`config.mk`:
```
export PLATFORM = sky130hd
export DESIGN_NAME = pit_periodic_gen
export DESIGN_NICKNAME = d
export VERILOG_FILES = /design/src/rtl/pit_pkg.sv /design/src/rtl/pit_ctrl_reg.sv /design/src/rtl/pit_seq.sv /design/src/rtl/pit_divider.sv /design/src/rtl/pit_periodic_gen.sv
export SDC_FILE = /design/constraint.sdc
export NUM_CORES = 1
export LEC_CHECK = 0
export ABC_AREA = 1
export BUFFER_PORTS_ARGS = -buffer_cell sky130_fd_sc_hd__buf_2
export CORE_MARGIN = 2
export CORE_UTILIZATION = 45
export DETAILED_ROUTE_END_ITERATION = 12
export GPL_TIMING_DRIVEN = 0
export MAX_ROUTING_LAYER = met4
export PLACE_DENSITY = 0.69
export RECOVER_POWER = 50
export SLEW_MARGIN = 15
export SYNTH_ARGS = -nofsm -noshare
export SYNTH_HDL_FRONTEND = slang
export SYNTH_SLANG_ARGS = --single-unit
```
`constraint.sdc`:
```
create_clock -name clk -period 4.1 [get_ports clk]
set_input_delay 0.82 -clock clk [delete_from_list [all_inputs] [get_ports clk]]
set_output_delay 0.82 -clock clk [all_outputs]
set_load 0.005 [all_outputs]
```
`src/rtl/pit_pkg.sv`:
```
package pit_pkg;
    localparam int REG_W     = 8;
    localparam int SEL_W     = 3;
    localparam int SEL_LSB   = 4;
    localparam int FLAG_BIT  = 7;
    localparam int HOLD_BIT  = 1;
    localparam int NUM_CODES = 6;

    typedef enum logic [1:0] {
        ST_OFF  = 2'd0,
        ST_RUN  = 2'd1,
        ST_HOLD = 2'd2
    } pit_state_e;

    // log2 of the period length, in base pulses, for each rate code
    function automatic int unsigned code_shift(input int code);
        case (code)
            1:       return 0;
            2:       return 2;
            3:       return 4;
            4:       return 6;
            5:       return 7;
            6:       return 8;
            default: return 0;
        endcase
    endfunction
endpackage

```
`src/rtl/pit_ctrl_reg.sv`:
```
module pit_ctrl_reg
    import pit_pkg::*;
(
    input  logic             clk,
    input  logic             rst_n,
    input  logic             wr_en,
    input  logic [REG_W-1:0] wr_data,
    input  logic             period_hit,
    output logic [SEL_W-1:0] sel_q,
    output logic             hold_q,
    output logic             flag_q,
    output logic [SEL_W-1:0] sel_nxt,
    output logic             hold_nxt,
    output logic             sel_chg
);
    logic flag_nxt;

    always_comb begin
        sel_nxt  = wr_en ? wr_data[SEL_LSB +: SEL_W] : sel_q;
        hold_nxt = wr_en ? wr_data[HOLD_BIT] : hold_q;
        sel_chg  = wr_en && (wr_data[SEL_LSB +: SEL_W] != sel_q);
        if (period_hit)
            flag_nxt = 1'b1;
        else if (wr_en && !wr_data[FLAG_BIT])
            flag_nxt = 1'b0;
        else
            flag_nxt = flag_q;
    end

    always_ff @(posedge clk or negedge rst_n) begin
        if (!rst_n) begin
            sel_q  <= '0;
            hold_q <= 1'b0;
            flag_q <= 1'b0;
        end else begin
            sel_q  <= sel_nxt;
            hold_q <= hold_nxt;
            flag_q <= flag_nxt;
        end
    end
endmodule

```
`src/rtl/pit_seq.sv`:
```
module pit_seq
    import pit_pkg::*;
(
    input  logic             clk,
    input  logic             rst_n,
    input  logic [SEL_W-1:0] sel_nxt,
    input  logic             hold_nxt,
    output logic             run
);
    pit_state_e state_q, state_d;
    logic       code_ok;

    assign code_ok = (sel_nxt != '0) && (sel_nxt <= SEL_W'(NUM_CODES));

    always_ff @(posedge clk or negedge rst_n) begin
        if (!rst_n) state_q <= ST_OFF;
        else        state_q <= state_d;
    end

    always_comb begin
        state_d = state_q;
        unique case (state_q)
            ST_OFF: begin
                if (hold_nxt)     state_d = ST_HOLD;
                else if (code_ok) state_d = ST_RUN;
            end
            ST_RUN: begin
                if (hold_nxt)      state_d = ST_HOLD;
                else if (!code_ok) state_d = ST_OFF;
            end
            ST_HOLD: begin
                if (!hold_nxt) state_d = code_ok ? ST_RUN : ST_OFF;
            end
            default: state_d = ST_OFF;
        endcase
    end

    always_comb begin
        run = (state_q == ST_RUN);
    end
endmodule

```
`src/rtl/pit_divider.sv`:
```
module pit_divider
    import pit_pkg::*;
#(
    parameter int CNT_W = 8
) (
    input  logic             clk,
    input  logic             rst_n,
    input  logic             run,
    input  logic             restart,
    input  logic             base_tick,
    input  logic [SEL_W-1:0] sel_q,
    output logic             period_hit
);
    localparam int SLOTS = 2 ** SEL_W;

    logic [CNT_W-1:0] cnt_q;
    logic [SLOTS-1:0] term_hit;

    for (genvar g = 0; g < SLOTS; g++) begin : g_term
        if (g >= 1 && g <= NUM_CODES) begin : g_live
            localparam int unsigned SH = code_shift(g);
            localparam logic [CNT_W-1:0] TM = CNT_W'((1 << SH) - 1);
            assign term_hit[g] = (cnt_q == TM);
        end else begin : g_dead
            assign term_hit[g] = 1'b0;
        end
    end

    assign period_hit = run && base_tick && !restart && term_hit[sel_q];

    always_ff @(posedge clk or negedge rst_n) begin
        if (!rst_n)
            cnt_q <= '0;
        else if (!run || restart)
            cnt_q <= '0;
        else if (base_tick)
            cnt_q <= period_hit ? '0 : cnt_q + CNT_W'(1);
    end
endmodule

```
`src/rtl/pit_periodic_gen.sv`:
```
module pit_periodic_gen
    import pit_pkg::*;
#(
    parameter int CNT_W = 8
) (
    input  logic             clk,
    input  logic             rst_n,
    input  logic             base_tick,
    input  logic             wr_en,
    input  logic [REG_W-1:0] wr_data,
    output logic [REG_W-1:0] rd_data,
    output logic             flag,
    output logic             irq
);
    logic [SEL_W-1:0] sel_q, sel_nxt;
    logic             hold_q, hold_nxt, flag_q, sel_chg, run, period_hit;

    pit_ctrl_reg u_reg (
        .clk(clk), .rst_n(rst_n), .wr_en(wr_en), .wr_data(wr_data),
        .period_hit(period_hit), .sel_q(sel_q), .hold_q(hold_q),
        .flag_q(flag_q), .sel_nxt(sel_nxt), .hold_nxt(hold_nxt),
        .sel_chg(sel_chg)
    );

    pit_seq u_seq (
        .clk(clk), .rst_n(rst_n), .sel_nxt(sel_nxt), .hold_nxt(hold_nxt),
        .run(run)
    );

    pit_divider #(.CNT_W(CNT_W)) u_div (
        .clk(clk), .rst_n(rst_n), .run(run), .restart(sel_chg),
        .base_tick(base_tick), .sel_q(sel_q), .period_hit(period_hit)
    );

    always_comb begin
        rd_data                    = '0;
        rd_data[FLAG_BIT]          = flag_q;
        rd_data[SEL_LSB +: SEL_W]  = sel_q;
        rd_data[HOLD_BIT]          = hold_q;
    end

    assign flag = flag_q;
    assign irq  = flag_q && (sel_q != '0);
endmodule

```
Word-level counts from Yosys, hierarchy flattened:

Cells that the tools add are included.

* bits in registers: 15
* bits of input ports: 12
* output and inout bits: 10
* word-level logic and storage cells: 53

* add/sub/neg operators: 1
* $lt $le $gt $ge: 2
* equal/unequal tests: 11
* multiplexer cells: 16
* reductions and logical operators: 18

Operators by type and width (count)
* $mux 8: 3
* $mux 2: 5
* $add 8x1->8 const B: 1
* $eq 8x2->1 const B: 1
* $eq 8x4->1 const B: 1
* $eq 8x6->1 const B: 1
* $eq 8x7->1 const B: 1
* $eq 8x8->1 const B: 1
* $logic_not 8->1: 1
* $logic_and 1x1->1: 7
* $pmux 2 s3: 1
* $reduce_bool 3->1: 2
* $mux 1: 5
* $lt 3x4->1 const B: 1
* $reduce_bool 2->1: 2
* $bmux 1 s3: 1
* $le 3x3->1 const B: 1
* $logic_not 1->1: 3
* $mux 3: 1
* $ne 3x2->1 const B: 1
* $ne 3x3->1: 1
* $ne 3x3->1 const B: 1
* $reduce_and 3->1: 1
* $eq 2x1->1 const B: 1
* other kinds (4): 4

Logic depth before layout (Yosys ltp):

Gate-level depths: netlist (run 1).

* depth after elaboration: 8
* depth in mapped cells: 9
* mapped depth without buffers: 9

Modules after synthesis:

A second synthesis (run 1) with hierarchy kept.

* cell total of the unflattened synthesis: 156
* area total of the unflattened synthesis: 1057.3 µm²

By module, submodules not included
* pit_divider: times used 1, cells each 99, area an instance 659.4 µm², seq. area each 200.2 µm²
* pit_ctrl_reg: times used 1, cells each 33, area an instance 240.2 µm², seq. area each 125.1 µm²
* pit_seq: times used 1, cells each 14, area an instance 100.1 µm², seq. area each 50.0 µm²
* pit_periodic_gen: times used 1, cells each 10, area an instance 57.6 µm², seq. area each 0.0 µm²

Least setup slack after synthesis (run 1):

No wires, ideal clock.

* path kind: input port to flip-flop
* start point: in wr_en
* end point: reg u_seq.state_q[0]
* setup time: 129 ps
* arrival time: 1484 ps
* slack: 2487 ps
* stages on the path: 7
* path buffers: 1
* cells stage by stage: buf_6 inv_2 or2_1 o21ai_1 nand2_1 o21ai_1 a21oi_1

* word-level cells in the longest chain between the ends: 6
* elaborated cells on any way between the ends: 14
* classes of those cells: 1 x order compare; 3 x eq/ne; 7 x mux; 3 x reduce/logical

Ends and longest elaborated chain
* from (decl): line pit_periodic_gen.sv:9 `input logic wr_en,`
* $mux 3: line pit_ctrl_reg.sv:19 `sel_nxt = wr_en ? wr_data[SEL_LSB +: SEL_W] : sel_q;`
* $le 3x3->1 or $reduce_bool 3->1 (tied branches): line pit_seq.sv:13 `assign code_ok = (sel_nxt != '0) && (sel_nxt <= SEL_W'(NUM_CODES));`
* $logic_and 1x1->1: line pit_seq.sv:13
* $mux 1: line pit_seq.sv:32 `if (!hold_nxt) state_d = code_ok ? ST_RUN : ST_OFF;`
* $mux 2: line pit_seq.sv:32
* $pmux 2 s3: line pit_seq.sv:22 `unique case (state_q)`
* to (signal assigned): line pit_seq.sv:17 `else state_q <= state_d;`
* to (decl): line pit_seq.sv:10 `pit_state_e state_q, state_d;`

Parallel ways exist; a longest one is shown, timed or not. The select of a mux whose other input is x is not followed.
A chain may end at the register's enable or synchronous reset.

Worst setup path after layout (run 1):

* start point: reg u_reg.sel_q[0]
* end point: out irq

* word-level cells in the longest chain between the ends: 2

Ends and longest elaborated chain
* from (decl): line pit_ctrl_reg.sv:9 `output logic [SEL_W-1:0] sel_q,`
* from (signal assigned): line pit_ctrl_reg.sv:36 `sel_q <= sel_nxt;`
* $reduce_bool 3->1: line pit_periodic_gen.sv:43 `assign irq = flag_q && (sel_q != '0);`
* $logic_and 1x1->1: line pit_periodic_gen.sv:43
* to (decl): line pit_periodic_gen.sv:13 `output logic irq`

Every way passes these cells.

==> results of run 1 <==
==> cells in the mapped netlist <==
cell type and count:
a21boi_0 1, o21ai_1 3, nand2_1 40, nor3b_1 1, inv_2 3, a22oi_1 1, o21ai_2 2, nand3_2 2
xor2_1 4, ha_1 2, nor2_8 1, buf_6 1, nand3_1 13, nor2_2 2, a21oi_4 1, nand2_4 1
nand4_1 1, o21ai_0 4, conb_1 1, inv_1 15, nand3_4 1, dfrtp_1 15, a21oi_1 3, buf_2 1
or2_1 1, xnor2_1 1, buf_4 5, nor2_1 10, nand2_2 3
==> layer usage <==
metal	GRT usage	vias to the layer above	wire length, um	part of all wire
met4	0.0658	0	30	0.015
met3	0.0603	4	105	0.051
met2	0.297	16	964	0.47
li1	-	471	-	-
met5	-	-	0	0
met1	0.220	391	938	0.46
==> logic make-up (layout without fill, tap and decap cells) <==
group | after synthesis | count (layout) | synth area share
buffers and inverters | 25 | 43 | 0.117
and+or+nand+nor | 76 | 76 | 0.358
xor gates and xnor gates | 5 | 5 | 0.0421
adders and majority gates | 2 | 2 | 0.0240
AOI/OAI and AO/OA | 15 | 15 | 0.0950
other | 1 | 3 | 0.00360
DFF | 15 | 15 | 0.361
==> cell type report <==
cell class	count	area, um2
multi-input cells	101	552
clock buffers	4	26.3
inverters	18	67.6
fillers	215	1020
well taps	28	35.0
repair buffers	14	68.8
plain buffers	7	46.3
flip-flops and latches	15	375
==> through the flow <==
stage	instance area, um2	total power [mW]	std cells	setup WS (ps)	util
2_1_floorplan	1050	0.213	141	2490	-
3_3_place_gp	1150	0.233	183	2360	0.527
3_5_place_dp	1150	0.235	183	2300	0.527
4_1_cts	1180	0.323	187	2050	0.539
5_1_grt	1170	0.339	187	1970	0.535
6_report	1170	0.316	187	2060	0.535
==> report_power, final <==
group | total (mW) | switching, mW | internal, mW
combinational | 0.0662 | 0.0404 | 0.0258
sequential | 0.164 | 0.00861 | 0.155
clock | 0.0855 | 0.0476 | 0.0378
total | 0.316 | 0.0966 | 0.219
==> flip-flops by register name, summed over array words and instances, names as in the netlist <==
name	count
u_div.cnt_q	8
u_reg.flag_q	1
u_reg.hold_q	1
u_reg.sel_q	3
u_seq.state_q	2
==> worst min-delay path by stage <==
| stage | start | endpoint | slack [ps] | cells past startpoint |
|---|---|---|---|---|
| 2_1_floorplan | u_seq.state_q[0] | u_seq.state_q[1] | 470 | 1 |
| 3_3_place_gp | u_div.cnt_q[5] | u_div.cnt_q[5] | 490 | 2 |
| 3_5_place_dp | u_seq.state_q[0] | u_seq.state_q[1] | 500 | 1 |
| 4_1_cts | rst_n | u_reg.sel_q[2] | 430 | 1 |
| 5_1_grt | u_seq.state_q[0] | u_seq.state_q[1] | 530 | 1 |
| 6_report | u_seq.state_q[0] | u_seq.state_q[1] | 500 | 1 |
==> metrics, run 1 <==
status complete, no violations; Worst R2R Setup Slack between 2000 and 3000 ps; total track usage 0.186; Hold-fix buffers, CTS 0; routed vias/inst ~4.7; Clock Path Buffers 2; CP Launch Type flip-flop; Netlist cell types 29; global-route wire length before repair 3500 um; Worst slew margin 0.444; sequential share of the synthesized area 0.361; yosys warns 0; Die Span X around 52 um; Required @ worst endpoint 3280 ps; Worst VDD drop 0.151 mV; Core ar. 0.00219 mm2; CP bufs+invs 1; fmax 0.490 GHz; Critical Path Stages 3; final hold viol count 0; Hold Crit Class reg -> reg; Starting Density 0.475; Die Footprint approximately 0.0027 mm2; Cell Area, Synth approximately 0.0010 mm2; unrepaired setup endpoints after global routing false; Post-Route Setup TNS 0 ps; Clk pin slew, worst setup/hold paths 90 ps; clock skew between 2 and 3 ps; nets approximately 170; CP cell instances nor2_1 > a21boi_0 > buf_2; Seq cells post-synth 15; Die Ht 52.1 um; Hold WS 505 ps; WS Path Type reg -> out; Inserted Diodes 0; Worst setup EP type primary output; Mapped Cells 139; initial antenna violation count 0; drt first pass iters 4; grt ovf 0; Top delay family on crit path flip-flops; number of global-route vias before repair a little under 800; Synth-to-Final Area Change 12.5%; Tightest Pin Transition roughly 830 ps; most frequent cells in the layout 40 x nand2_1, 15 x inv_1, 15 x dfrtp_1; worst endpoint data arrival time 1220 ps; Leak 0.653 nW; final setup fails 0; pwr/cell area 270 mW/mm2; Post-Syn Area per Cell 7.49 um2; wire per inst 10.9 um; r2r worst-path depth 8; Initial DRC Count 17; worst-path maximum fanout 6; Post-CTS Setup Bufs 0; layout cells sized above 1 0.239; Setup crit end irq; crit-path max cell delay 450 ps; fin crit share 0.498; largest net degree at the start of global routing 16; Final Wtd Congestion 0.785; CTS sink cnt 15; CTS Buf Count 3; most common cell after layout, fill and taps aside nand2_1; I/O pins 22; crit path from u_reg.sel_q[0]; post-DP HPWL between 1500 and 2000 um; port buffer count 14; final slew viol count 0; Reg-to-Reg End u_div.cnt_q[7]; routed vias 882; DRC viols 0; CTS tree yes; Antenna Nets Post-Route 0; Worst-Skew Late Latency 290 ps; WL final 2040 um; leading area contributor after synthesis dfrtp_1; Synth top area share 0.361; CTS root buf clkbuf_4; H-tree depth 1; CP max-delay cell dfrtp_1; most area-consuming cells after synthesis dfrtp_1 36%, nand2_1 14%, nand3_1 6.3%; Max Cap Violations 0; worst r2r src u_div.cnt_q[0]; Final Critical Period ~2000 ps; FP Rows 17; post-CTS sizing 0
Note: power is estimated with default switching activity, not from simulation.
==> inputs of run 2 (changes only) <==
==> constraint.sdc (replaced) <==
create_clock -name clk -period 1.9 [get_ports clk]
set_input_delay 0.38 -clock clk [delete_from_list [all_inputs] [get_ports clk]]
set_output_delay 0.38 -clock clk [all_outputs]
set_load 0.005 [all_outputs]
==> run 2 against run 1 <==
  * Sequential power increased by 120%
  * Critical path depth did not move
  * Combinational power grew 120%
  * Setup slack lost 1800 ps
  * Global-route usage grew 0.19 points
  * Design area up 1.5%
  * Utilization grew 0.80 points
  * Register-to-register slack worse by 2200 ps
  * First-iteration DRC count decreased by 12%
==> metrics, run 2 (same netlist as run 1, synthesis figures left out) <==
most flop-heavy register u_div.cnt_q; total track usage 0.188; drt first pass iters 4; Final Wtd Congestion 0.785; FP Rows 17; CTS Buf Count 3; Die Ht ~52 um; CTS tree yes; routed vias/inst about 4.8; Top delay family on crit path flip-flops; CP cell instances nor2_1 > a21boi_0 > buf_2; WS Path Type reg -> out; worst endpoint data arrival time 1220 ps; grt ovf 0; pwr/cell area 577 mW/mm2; Antenna Nets Post-Route 0; Required @ worst endpoint 1520 ps; Clk pin slew, worst setup/hold paths 90 ps; CP Launch Type flip-flop; most frequent cells in the layout 40 x nand2_1, 15 x inv_1, 15 x dfrtp_1; I/O pins 22; global-route wire length before repair 3530 um; final hold viol count 0; post-DP HPWL 1580 um; Synth-to-Final Area Change 14.2%; Worst setup EP type primary output; CP bufs+invs 1; H-tree depth 1; layout cells sized above 1 0.244; Post-Route Utilization 0.543; Worst VDD drop 0.326 mV; Clock Path Buffers 2; Post-CTS Setup Bufs 0; WL final 2040 um; final slew viol count 0; CTS sink cnt 15; Initial DRC Count 15; Inserted Diodes 0; Core ar. 0.00219 mm2; Worst slew margin 0.453; fmax 0.624 GHz; fin crit share 0.843; Hold Crit Class in -> reg; max FFs per register 8; nets 175; DRC viols 0; most common cell after layout, fill and taps aside nand2_1; wire per inst 10.8 um; status complete, no violations; Die Footprint 0.00271 mm2; Post-Route Setup TNS 0 ps; Worst-Skew Late Latency 290 ps; routed vias 897; Starting Density 0.475; clock skew 3.63 ps; unrepaired setup endpoints after global routing false; worst-path maximum fanout 6; Final Critical Period 1600 ps; CP max-delay cell dfrtp_1; largest net degree at the start of global routing 16; Max Cap Violations 0; Die Span X 52.1 um; Leak 0.662 nW; Hold-fix buffers, CTS 1; Largest regs u_div.cnt_q (8), u_reg.sel_q (3), u_seq.state_q (2); CTS root buf clkbuf_4; crit-path max cell delay 450 ps; final setup fails 0; post-CTS sizing 0; port buffer count 14; fill count approximately 210; number of global-route vias before repair 784; initial antenna violation count 0; Tightest Pin Transition 820 ps
run 2: worst reg2reg max path, delay by kind of cell (launching register included):
kind	cells	cell delay, ps
adders and majority gates	1	240
and+or+nand+nor	7	720
DFF	1	400
run 2: final timing paths:
kind | slack (ps) | from | to | cells past startpoint
min in group asynchronous | 690 | rst_n | u_reg.sel_q[0] | 2
max in group asynchronous | 700 | rst_n | u_reg.sel_q[2] | 2
max reg2reg | 450 | u_div.cnt_q[0] | u_div.cnt_q[7] | 8
max | 300 | u_reg.sel_q[0] | irq | 3
min | 340 | wr_data[7] | u_reg.flag_q | 3
min reg2reg | 510 | u_seq.state_q[0] | u_seq.state_q[1] | 1
run 2: stage by stage:
stage | hold slack [ps] | cells | power (mW) | area (um2) | setup slack [ps]
3_5_place_dp | 309 | 183 | 0.508 | 1150 | 444
5_1_grt | 339 | 188 | 0.734 | 1190 | 209
4_1_cts | 329 | 188 | 0.700 | 1190 | 292
3_3_place_gp | 304 | 183 | 0.503 | 1150 | 488
6_report | 340 | 188 | 0.686 | 1190 | 298
2_1_floorplan | 84.4 | 141 | 0.460 | 1050 | 610
run 2: report_power, final:
| group | switching, mW | internal, mW | total (mW) |
|---|---|---|---|
| Sequential | 0.0187 | 0.335 | 0.354 |
| Clock | 0.104 | 0.0817 | 0.185 |
| Combinational | 0.0875 | 0.0588 | 0.146 |
run 2: layout make-up:
| type | instances | area, um2 | area share |
|---|---|---|---|
| Buffer | 7 | 53.8 | 0.0453 |
| Clock buffer | 4 | 26.3 | 0.0221 |
| Inverter | 18 | 67.6 | 0.0568 |
| Multi-Input combinational cell | 101 | 552 | 0.464 |
| Sequential cell | 15 | 375 | 0.316 |
| Tap cell | 28 | 35.0 | 0.0295 |
| Timing Repair Buffer | 15 | 78.8 | 0.0663 |
run 2: routing by layer:
layer,vias to the layer above,global-route usage,wire (um)
met1,407,0.227,976
met2,13,0.295,959
met5,-,-,0
met3,4,0.0603,74
met4,0,0.0658,30
li1,473,-,-
